[src/rtl/dcs_pkg.sv]
package dcs_pkg;

   typedef enum logic [2:0] {
      KIND_END  = 3'd0,
      KIND_CNT  = 3'd1,
      KIND_NEXT = 3'd2,
      KIND_REF  = 3'd3
   } dcs_kind_e;

   typedef enum logic [3:0] {
      ST_IDLE,
      ST_DREQ,
      ST_DCAP,
      ST_DOUT,
      ST_TREQ,
      ST_TCAP,
      ST_TOUT,
      ST_TAPPLY,
      ST_PKTEND,
      ST_PAUSE,
      ST_FINISH
   } dcs_state_e;

   typedef enum logic [1:0] {
      RS_DATA,
      RS_TAG,
      RS_APPLY
   } dcs_resume_e;

   localparam int KIND_LSB = 28;
   localparam int IRQ_BIT  = 31;

endpackage

[src/rtl/dcs_word_pick.sv]
module dcs_word_pick #(
   parameter int WORD_W   = 32,
   parameter int QW_WORDS = 4
) (
   input  logic                          clk,
   input  logic                          rst_n,
   input  logic                          load,
   input  logic [QW_WORDS*WORD_W-1:0]    qw_in,
   input  logic [$clog2(QW_WORDS)-1:0]   idx,
   output logic [QW_WORDS*WORD_W-1:0]    qw_q,
   output logic [WORD_W-1:0]             word_out
);
   localparam int QW_W = QW_WORDS * WORD_W;

   logic [QW_W-1:0]   buf_q;
   logic [WORD_W-1:0] lane [QW_WORDS];

   always_ff @(posedge clk or negedge rst_n) begin
      if (!rst_n)    buf_q <= '0;
      else if (load) buf_q <= qw_in;
   end

   generate
      for (genvar g = 0; g < QW_WORDS; g++) begin : g_lane
         assign lane[g] = buf_q[g*WORD_W +: WORD_W];
      end
   endgenerate

   assign word_out = lane[idx];
   assign qw_q     = buf_q;
endmodule

[src/rtl/dcs_tag_decode.sv]
module dcs_tag_decode import dcs_pkg::*; #(
   parameter int ADDR_W   = 32,
   parameter int CNT_W    = 16,
   parameter int QW_BYTES = 16
) (
   input  logic [ADDR_W-1:0] tag_at,
   input  logic [2:0]        tag_kind,
   input  logic              tag_irq,
   input  logic [CNT_W-1:0]  tag_count,
   input  logic [ADDR_W-1:0] tag_ptr,
   input  logic              irq_en,
   output logic [ADDR_W-1:0] pkt_addr,
   output logic [CNT_W-1:0]  pkt_count,
   output logic [ADDR_W-1:0] next_at,
   output logic              last_pkt,
   output logic              bad_kind
);
   localparam int QW_SHIFT = $clog2(QW_BYTES);

   logic [ADDR_W-1:0] after_tag;
   logic [ADDR_W-1:0] span;

   assign after_tag = tag_at + ADDR_W'(QW_BYTES);
   assign span      = ADDR_W'(tag_count) << QW_SHIFT;
   assign pkt_count = tag_count;

   always_comb begin
      pkt_addr = after_tag;
      next_at  = after_tag;
      last_pkt = irq_en & tag_irq;
      bad_kind = 1'b0;
      case (dcs_kind_e'(tag_kind))
         KIND_END:  last_pkt = 1'b1;
         KIND_CNT:  next_at  = after_tag + span;
         KIND_NEXT: next_at  = tag_ptr;
         KIND_REF:  pkt_addr = tag_ptr;
         default:   bad_kind = 1'b1;
      endcase
   end
endmodule

[src/rtl/dma_chain_seq.sv]
module dma_chain_seq import dcs_pkg::*; #(
   parameter int ADDR_W     = 32,
   parameter int CNT_W      = 16,
   parameter int WORD_W     = 32,
   parameter int QW_WORDS   = 4,
   parameter int FILL_W     = 4,
   parameter int FILL_START = 8
) (
   input  logic                          clk,
   input  logic                          rst_n,
   input  logic                          cfg_go,
   input  logic                          cfg_chain,
   input  logic                          cfg_tag_fwd,
   input  logic                          cfg_tag_irq_en,
   input  logic [ADDR_W-1:0]             cfg_addr,
   input  logic [CNT_W-1:0]              cfg_count,
   input  logic [ADDR_W-1:0]             cfg_tag_addr,
   input  logic                          dma_en,
   output logic                          mem_rd_en,
   output logic [ADDR_W-1:0]             mem_rd_addr,
   input  logic [QW_WORDS*WORD_W-1:0]    mem_rd_data,
   output logic                          out_valid,
   output logic [WORD_W-1:0]             out_word,
   output logic                          out_is_tag,
   input  logic                          cons_irq_req,
   input  logic                          rsm_go,
   input  logic                          rsm_drop,
   output logic                          busy,
   output logic [FILL_W-1:0]             fill_level,
   output logic                          done_irq,
   output logic                          stall_irq,
   output logic [ADDR_W-1:0]             cur_addr,
   output logic [CNT_W-1:0]              cur_count,
   output logic [$clog2(QW_WORDS)-1:0]   cur_offset
);
   localparam int QW_W     = QW_WORDS * WORD_W;
   localparam int OFF_W    = $clog2(QW_WORDS);
   localparam int QW_BYTES = QW_W / 8;
   localparam int HALF     = QW_WORDS / 2;
   localparam logic [OFF_W-1:0] LAST_IDX = OFF_W'(QW_WORDS - 1);
   localparam logic [OFF_W-1:0] HALF_IDX = OFF_W'(HALF);

   generate
      if (QW_WORDS < 4 || (QW_WORDS & (QW_WORDS - 1)) != 0) begin : g_bad_words
         $error("QW_WORDS must be a power of two of at least 4");
      end
      if (WORD_W < 32 || ADDR_W > WORD_W) begin : g_bad_word_w
         $error("WORD_W must be at least 32 and hold an address");
      end
      if (CNT_W < 1 || CNT_W > 16) begin : g_bad_cnt
         $error("CNT_W must lie in 1..16");
      end
      if (FILL_START >= (1 << FILL_W)) begin : g_bad_fill
         $error("FILL_START does not fit FILL_W");
      end
   endgenerate

   dcs_state_e        state_q;
   dcs_resume_e       rsm_q;
   logic              busy_q, done_q, chain_q, fwd_q, tie_q, last_q;
   logic [FILL_W-1:0] fill_q;
   logic [ADDR_W-1:0] addr_q, tadr_q;
   logic [CNT_W-1:0]  count_q;
   logic [OFF_W-1:0]  off_q, idx_q;

   logic [QW_W-1:0]   buf_qw;
   logic [WORD_W-1:0] pick_word;
   logic              buf_load;

   logic [ADDR_W-1:0] dec_addr, dec_next;
   logic [CNT_W-1:0]  dec_count;
   logic              dec_last, dec_bad;
   logic [WORD_W-1:0] tag_w0, tag_w1;
   logic              tag_unused;
   logic              last_word;

   assign buf_load = (state_q == ST_DCAP) || (state_q == ST_TCAP);

   dcs_word_pick #(
      .WORD_W   (WORD_W),
      .QW_WORDS (QW_WORDS)
   ) u_pick (
      .clk      (clk),
      .rst_n    (rst_n),
      .load     (buf_load),
      .qw_in    (mem_rd_data),
      .idx      (idx_q),
      .qw_q     (buf_qw),
      .word_out (pick_word)
   );

   assign tag_w0     = buf_qw[WORD_W-1:0];
   assign tag_w1     = buf_qw[2*WORD_W-1:WORD_W];
   assign tag_unused = ^{buf_qw[QW_W-1:2*WORD_W], tag_w0[KIND_LSB-1:CNT_W], tag_w0, tag_w1};

   dcs_tag_decode #(
      .ADDR_W   (ADDR_W),
      .CNT_W    (CNT_W),
      .QW_BYTES (QW_BYTES)
   ) u_decode (
      .tag_at    (tadr_q),
      .tag_kind  (tag_w0[KIND_LSB +: 3]),
      .tag_irq   (tag_w0[IRQ_BIT]),
      .tag_count (tag_w0[CNT_W-1:0]),
      .tag_ptr   (tag_w1[ADDR_W-1:0]),
      .irq_en    (tie_q),
      .pkt_addr  (dec_addr),
      .pkt_count (dec_count),
      .next_at   (dec_next),
      .last_pkt  (dec_last),
      .bad_kind  (dec_bad)
   );

   assign last_word   = (idx_q == LAST_IDX);
   assign out_valid   = (state_q == ST_DOUT) || (state_q == ST_TOUT);
   assign out_is_tag  = (state_q == ST_TOUT);
   assign out_word    = out_valid ? pick_word : '0;
   assign mem_rd_en   = (state_q == ST_DREQ) || ((state_q == ST_TREQ) && dma_en);
   assign mem_rd_addr = (state_q == ST_TREQ) ? tadr_q : addr_q;
   assign busy        = busy_q;
   assign fill_level  = fill_q;
   assign done_irq    = done_q;
   assign stall_irq   = (state_q == ST_PAUSE);
   assign cur_addr    = addr_q;
   assign cur_count   = count_q;
   assign cur_offset  = off_q;

   always_ff @(posedge clk or negedge rst_n) begin
      if (!rst_n) begin
         state_q <= ST_IDLE;
         rsm_q   <= RS_DATA;
         busy_q  <= 1'b0;
         done_q  <= 1'b0;
         chain_q <= 1'b0;
         fwd_q   <= 1'b0;
         tie_q   <= 1'b0;
         last_q  <= 1'b0;
         fill_q  <= '0;
         addr_q  <= '0;
         tadr_q  <= '0;
         count_q <= '0;
         off_q   <= '0;
         idx_q   <= '0;
      end else begin
         done_q <= 1'b0;
         case (state_q)
            ST_IDLE: begin
               if (cfg_go) begin
                  busy_q  <= 1'b1;
                  fill_q  <= FILL_W'(FILL_START);
                  addr_q  <= cfg_addr;
                  count_q <= cfg_count;
                  tadr_q  <= cfg_tag_addr;
                  fwd_q   <= cfg_tag_fwd;
                  tie_q   <= cfg_tag_irq_en;
                  last_q  <= 1'b0;
                  if (!cfg_chain || cfg_count != '0) begin
                     chain_q <= 1'b0;
                     off_q   <= '0;
                     state_q <= (cfg_count != '0) ? ST_DREQ : ST_FINISH;
                  end else begin
                     chain_q <= 1'b1;
                     off_q   <= HALF_IDX;
                     state_q <= ST_TREQ;
                  end
               end
            end
            ST_DREQ: state_q <= ST_DCAP;
            ST_DCAP: begin
               idx_q   <= off_q;
               off_q   <= '0;
               state_q <= ST_DOUT;
            end
            ST_DOUT: begin
               if (last_word) begin
                  addr_q  <= addr_q + ADDR_W'(QW_BYTES);
                  count_q <= count_q - CNT_W'(1);
               end
               if (cons_irq_req) begin
                  off_q   <= last_word ? '0 : idx_q + OFF_W'(1);
                  rsm_q   <= RS_DATA;
                  state_q <= ST_PAUSE;
               end else if (last_word) begin
                  state_q <= (count_q == CNT_W'(1)) ? ST_PKTEND : ST_DREQ;
               end else begin
                  idx_q <= idx_q + OFF_W'(1);
               end
            end
            ST_TREQ: if (dma_en) state_q <= ST_TCAP;
            ST_TCAP: begin
               idx_q   <= off_q;
               off_q   <= '0;
               state_q <= fwd_q ? ST_TOUT : ST_TAPPLY;
            end
            ST_TOUT: begin
               if (cons_irq_req) begin
                  off_q   <= last_word ? '0 : idx_q + OFF_W'(1);
                  rsm_q   <= last_word ? RS_APPLY : RS_TAG;
                  state_q <= ST_PAUSE;
               end else if (last_word) begin
                  state_q <= ST_TAPPLY;
               end else begin
                  idx_q <= idx_q + OFF_W'(1);
               end
            end
            ST_TAPPLY: begin
               if (dec_bad) begin
                  state_q <= ST_FINISH;
               end else begin
                  addr_q  <= dec_addr;
                  count_q <= dec_count;
                  tadr_q  <= dec_next;
                  last_q  <= dec_last;
                  off_q   <= '0;
                  state_q <= (dec_count != '0) ? ST_DREQ : ST_PKTEND;
               end
            end
            ST_PKTEND: begin
               if (!chain_q || last_q) begin
                  state_q <= ST_FINISH;
               end else begin
                  off_q   <= HALF_IDX;
                  state_q <= ST_TREQ;
               end
            end
            ST_PAUSE: begin
               if (rsm_drop) begin
                  busy_q  <= 1'b0;
                  fill_q  <= '0;
                  state_q <= ST_IDLE;
               end else if (rsm_go) begin
                  case (rsm_q)
                     RS_TAG:   state_q <= ST_TREQ;
                     RS_APPLY: state_q <= ST_TAPPLY;
                     default:  state_q <= (count_q != '0) ? ST_DREQ : ST_PKTEND;
                  endcase
               end
            end
            ST_FINISH: begin
               busy_q  <= 1'b0;
               fill_q  <= '0;
               done_q  <= 1'b1;
               state_q <= ST_IDLE;
            end
            default: state_q <= ST_IDLE;
         endcase
      end
   end

   assert_fill_running_R2: assert property (@(posedge clk) disable iff (!rst_n)
      busy_q |-> (fill_q == FILL_W'(FILL_START)));

   assert_fill_idle_R4: assert property (@(posedge clk) disable iff (!rst_n)
      !busy_q |-> (fill_q == '0));

   assert_done_single_R4: assert property (@(posedge clk) disable iff (!rst_n)
      done_q |=> !done_q);

   assert_done_with_idle_R4: assert property (@(posedge clk) disable iff (!rst_n)
      done_q |-> !busy_q);

   assert_pause_quiet_R9: assert property (@(posedge clk) disable iff (!rst_n)
      stall_irq |-> (!out_valid && !mem_rd_en));

   assert_hold_no_fetch_R12: assert property (@(posedge clk) disable iff (!rst_n)
      (state_q == ST_TREQ && !dma_en) |=> (state_q == ST_TREQ));

   assert_tag_upper_half_R6: assert property (@(posedge clk) disable iff (!rst_n)
      out_is_tag |-> (idx_q >= HALF_IDX));

   assert_capture_after_read_R3: assert property (@(posedge clk) disable iff (!rst_n)
      buf_load |-> $past(mem_rd_en));

endmodule

[config.mk]
export PLATFORM = sky130hd
export DESIGN_NAME = dma_chain_seq
export DESIGN_NICKNAME = d
export VERILOG_FILES = /design/src/rtl/dcs_pkg.sv /design/src/rtl/dcs_word_pick.sv /design/src/rtl/dcs_tag_decode.sv /design/src/rtl/dma_chain_seq.sv
export SDC_FILE = /design/constraint.sdc
export NUM_CORES = 1
export LEC_CHECK = 0
export BUFFER_PORTS_ARGS = -buffer_cell sky130_fd_sc_hd__buf_2
export CORE_ASPECT_RATIO = 0.6
export CORE_UTILIZATION = 35
export DETAILED_ROUTE_END_ITERATION = 6
export GPL_TIMING_DRIVEN = 0
export PLACE_DENSITY = 0.61
export SLEW_MARGIN = 20
export SYNTH_ARGS = -nofsm -noshare
export SYNTH_HDL_FRONTEND = slang
export SYNTH_SLANG_ARGS = --single-unit
[constraint.sdc]
create_clock -name clk -period 8.4 [get_ports clk]
set_input_delay 0.84 -clock clk [delete_from_list [all_inputs] [get_ports clk]]
set_output_delay 0.84 -clock clk [all_outputs]
set_load 0.02 [all_outputs]
Yosys cells after proc, flatten, opt, wreduce, memory -nomap -nowiden
Cells that the tools add are included.
- bits in registers: 228
- bits in latches: 0
- memories: 0
- input port bits: 218
- RAM bits: 0
- memory bits (read-only): 0
- output and inout bits: 124
- logic and storage cells: 146
- bitwise operators: 2
- $mul: 0
- reductions and logical operators: 30
- add/subtract/negate cells: 5
- mux-type cells: 62
- eq/ne operators: 31
- $lt $le $gt $ge: 1
- shifts and indexed selects: 0
- divide/modulo/power cells: 0
- operator list (operator ; count):
    $mux W32 ; 10
    $pmux W32 S2 ; 2
    $pmux W32 S3 ; 1
    $mux W4 ; 17
    $add A32 B5 Y32 const B ; 2
    $bmux W32 S2 ; 1
    $mux W16 ; 3
    $pmux W16 S3 ; 1
    $reduce_bool A16 Y1 ; 3
    $pmux W4 S10 ; 1
    $add A32 B20 Y32 ; 1
    $mux W2 ; 11
    $ne A2 B2 Y1 const B ; 9
    $eq A16 B1 Y1 const B ; 1
    $eq A4 B3 Y1 const B ; 4
    $sub A16 B1 Y16 const B ; 1
    $eq A4 B4 Y1 const B ; 3
    $pmux W4 S3 ; 1
    $reduce_and A3 Y1 ; 4
    $pmux W2 S5 ; 1
    $reduce_and A5 Y1 ; 2
    $eq A4 B2 Y1 const B ; 2
    $mux W1 ; 8
    $pmux W2 S2 ; 2
    other kinds (27) ; 40

Logic depth before layout (Yosys ltp)
- depth after elaboration: 6
- depth in mapped cells: 15
- mapped depth without buffers: 14

By module
From an unflattened synthesis, not the netlist that was laid out.
- cells, all modules: 1420
- area total of the unflattened synthesis: 14560.2 um^2
- modules (own cells, without submodules) (module ; cells each ; times used ; area each (um^2)):
    dma_chain_seq ; 750 ; 1 ; 6475.0
    dcs_word_pick ; 309 ; 1 ; 5556.6
    dcs_tag_decode ; 361 ; 1 ; 2528.7

Worst setup path after synthesis
No wires, ideal clock.
- path type: reg-to-reg
- from: reg tadr_q[6]
- to: reg tadr_q[27]
- cell stages (with the launch flop): 15
- slack: 5.084 ns
- required time: 8.269 ns
- arrival time: 3.184 ns
- period minus slack after synthesis: 3.316 ns
- path through: dfrtp_1 > buf_2 > nand4_2 > nor3_1 > nand3_1 > xnor2_1 > ha_1 > and3_1 > a221o_1 > a21oi_1 > a211oi_1 > o211ai_2 > a21oi_1 > and3_1 > or3_1
- word-level cells in the longest chain between the ends: 5
- RTL lines (what ; line ; text):
    start: declaration ; dma_chain_seq.sv:62 ; logic [ADDR_W-1:0] addr_q, tadr_q;
    start signal: assignment ; dma_chain_seq.sv:153 ; tadr_q <= cfg_tag_addr;
    start signal: assignment ; dma_chain_seq.sv:212 ; tadr_q <= dec_next;
    $add A32 B5 Y32 (*) ; dcs_tag_decode.sv:23 ; assign after_tag = tag_at + ADDR_W'(QW_BYTES);
    $add A32 B20 Y32 ; dcs_tag_decode.sv:34 ; KIND_CNT: next_at = after_tag + span;
    $pmux W32 S2 (*) ; dcs_tag_decode.sv:32 ; case (dcs_kind_e'(tag_kind))
    $mux W32 (*) ; dma_chain_seq.sv:207 ; if (dec_bad) begin
    $pmux W32 S2 (*) ; dma_chain_seq.sv:146 ; case (state_q)
Every way passes the cells marked *; elsewhere a longest branch is shown, timed or not. The select of a mux whose other input is x is not followed.
A chain may end at the register's enable or synchronous reset.

Worst setup path in the final report
- from: reg tadr_q[9]
- to: reg tadr_q[29]
The elaborated chain is that of the path after synthesis.

==> results.ini <==
[global_routing]
grt_pass1_vias = 13400
overflow = 0
grt_start_max_net_pins = 99
antenna_found_initial = 8
grt_use_total_pct = 30.8
grt_pass1_wl_microns = 92200

[sta]
hold_viol_final = 0
layout_worst_path_cycle_share_pct = 57.5
setup_viol = 0
max_freq_ghz = 0.207
setup_ws_ns = 3.57
finClkSkew_ns = 0.0232
tightest_slew_ns = 1.14
setup_tns_ns = 0
rsz0062_at_grt = false
slew-limit-headroom_pct = 23.7
final.min_clock_period_ns = 4.83
hold_slack_ns = 0.239
final_max_slew_viol_count = 0

[clock_network]
path_clk_slew_ns = 0.07
cts_resized = 0
cts_made_buffers = 25
h-tree-depth = 1
cts_root_buffer = clkbuf_16
cts_tree = built
cts-hold-fix-buffers = 0
clk_latency_ns = 0.56
clockBufferDepth = 3
cts.sinks = 224
post_cts_buffers = 0

[placement]
placed_cells = 2303
dpl_cell_area_sq_mm = 0.0166
gp_congestion = 0.985
io_buffers = 337
dp_hpwl_microns = 51200
post-place-ws_ns = 3.90

[yosys]
synth_ff_type = dfrtp_1
netlist_area_sq_mm = 0.0142
ys_ff_latch = 224
ys_types = 76
synth_edf_count = 0
yosysWarnings = 0
synthArstFlopShare_pct = 100
seq_area_frac_synth_pct = 39.5
avgSynthCellArea_sq_um = 9.86
synth_cells = 1440

[outcome]
violations = DRC
status = finished with violations

[layout]
fin_nets = 2052
stdcell_area_sq_mm = 0.0175
stdcell_count = 2348
drive_above_1_share_pct = 33.6
final_util_pct = 44.2
area_growth_pct = 23.2

[power_and_ir_drop]
finalPower_mw = 8.26
p_sw_share_pct = 49.6
p_switching_mw = 4.09
power.density_mw_per_mm2 = 472
seqPwrFrac_pct = 29.7
p_leak_nw = 7.49
ir_worst_vdd_uv = 227
combPwrFrac_pct = 55.8
intPower_mw = 4.16
clkPwrFrac_pct = 14.5

[route]
routed_wl_microns = 65300
drc = 1
wire_per_inst_microns = 27.8
vias_per_cell = 6.06
ant_nets = 0
via_count = 14200
drt_iter0_markers = 2041
drt_pass1_iterations = 7

[worst_setup_path]
end_kind = register
required_ns = 8.82
arrival_ns = 5.25
crit_type = register to register
worst_setup_path_start_kind = register
path_max_fanout = 7

[floorplan]
boundaryPins = 342
core.rowCount = 56
fp.dieH_microns = 158
start_util_pct = 35.9
die_width_microns = 262
die-area_sq_mm = 0.0414
core_area_sq_mm = 0.0395

[run]
drv_cap = 0

[hold_path]
min_path_type = primary input to asynchronous set/reset pin

worst max-delay path, stage by stage, from the launching register on:
cell and delay [ns]:
dfrtp_1 0.57, nand3_1 0.25, nor3_1 0.47, nand3_1 0.16, xnor2_1 0.46, ha_1 0.29, and4_1 0.26, and3_1 0.17
nand3_1 0.11, a211oi_1 0.68, o211ai_2 0.31, a2111oi_1 0.52, xor2_1 0.15, o41ai_1 0.31
cells by family (layout without fill, tap and decap cells):
logic type	after synthesis	in the layout	synth area share (%)
adders and majority gates	26	26	2.34
buffers and inverters	134	516	3.70
DFF	224	224	39.5
xor gates and xnor gates	50	50	3.09
and+or+nand+nor	415	415	14.9
other	1	5	0.0264
muxes	206	206	18.9
AOI/OAI and AO/OA	384	384	17.6
routing by layer:
layer | up-vias | track usage (%) | part of all wire, %
met1 | 7121 | 46.3 | 45
met5 | - | 0 | 0.083
li1 | 6142 | - | -
met2 | 864 | 43.7 | 41
met4 | 8 | 6.94 | 2.5
met3 | 98 | 7.68 | 11
state kept, by name, indices dropped and copies added, names as in the netlist:
| signal | count |
|---|---|
| cur_addr | 32 |
| cur_count | 16 |
| chain_q | 1 |
| state_q | 4 |
| done_irq | 1 |
| rsm_q | 2 |
| u_pick.qw_q | 128 |
| tie_q | 1 |
| fwd_q | 1 |
| idx_q | 2 |
| tadr_q | 32 |
| cur_offset | 2 |
| last_q | 1 |
| fill_level | 1 |
Yosys cell counts, types with 4 or more instances:
master,count,area [sq um]
dfrtp_1,224,5610
mux2_2,172,1940
o21ai_0,138,691
nor2_1,124,465
clkbuf_1,91,342
nand2_1,90,338
a21oi_1,69,345
and2_1,39,244
mux4_2,32,721
nand3_1,30,150
nor3_1,29,145
inv_1,28,105
xnor2_1,27,236
ha_1,25,313
a211oi_1,24,180
a221oi_1,23,201
xor2_1,23,201
a222oi_1,19,190
nor4_1,18,113
o211ai_1,17,128
o22ai_1,14,87.6
a22oi_1,13,97.6
and3_1,13,81.3
and4_1,11,96.3
nand2b_1,11,68.8
or3_1,9,56.3
a21o_1,8,60.1
buf_1,7,26.3
nand4_1,7,43.8
nor2b_1,7,43.8
a31oi_1,6,37.5
nor3b_1,6,45.0
a221o_1,5,50.1
buf_4,5,37.5
o21a_1,5,37.5
o21ai_1,5,25.0
a22o_1,4,35.0
o41ai_1,4,35.0
final timing paths:
kind                       slack, ns             startpoint  cells after the start                         end
setup reg to reg                3.57  tadr_q[9]$_DFFE_PN0P_                     13      tadr_q[29]$_DFFE_PN0P_
setup / recovery                3.57  tadr_q[9]$_DFFE_PN0P_                     13      tadr_q[29]$_DFFE_PN0P_
hold reg to reg                 0.48   rsm_q[0]$_DFFE_PN0P_                      2        rsm_q[0]$_DFFE_PN0P_
min in group clk                0.48   rsm_q[0]$_DFFE_PN0P_                      2        rsm_q[0]$_DFFE_PN0P_
max in group asynchronous       6.84                  rst_n                      3  u_pick.qw_q[5]$_DFFE_PN0P_
hold / removal                  0.24                  rst_n                      1    cur_count[8]$_DFFE_PN0P_
layout make-up:
cell class                 count  area (sq um)
antenna                        2          5.00
buffer                       106           420
clock buffer                  33           706
clock inverter                10           161
fill                        3920         22000
inverter                      28           105
multi-input combinational   1084          8080
sequential                   224          5610
tap                          522           653
timing repair buffer         339          1750
power groups by stage:
stage	registers (mW)	logic, mW	clock network (mW)
global placement	2.41	4.41	0
floorplan	2.14	2.95	0
global route	2.49	4.91	1.25
finish	2.45	4.61	1.20
CTS	2.41	4.51	1.21
detailed placement	2.42	4.49	0
placed cells by master, fill, tap and decap left out, types with 14 or more instances in the layout:
cell type,count
a21oi_1,69
o22ai_1,14
ha_1,25
xnor2_1,27
and2_1,39
clkbuf_16,25
a221oi_1,23
dfrtp_1,224
buf_2,339
o211ai_1,17
mux2_2,172
o21ai_0,138
a211oi_1,24
nor4_1,18
mux4_2,32
a222oi_1,19
inv_1,28
nor3_1,29
xor2_1,23
clkbuf_1,94
nand3_1,30
nand2_1,90
nor2_1,124
Power figures use the tool's default switching activity.
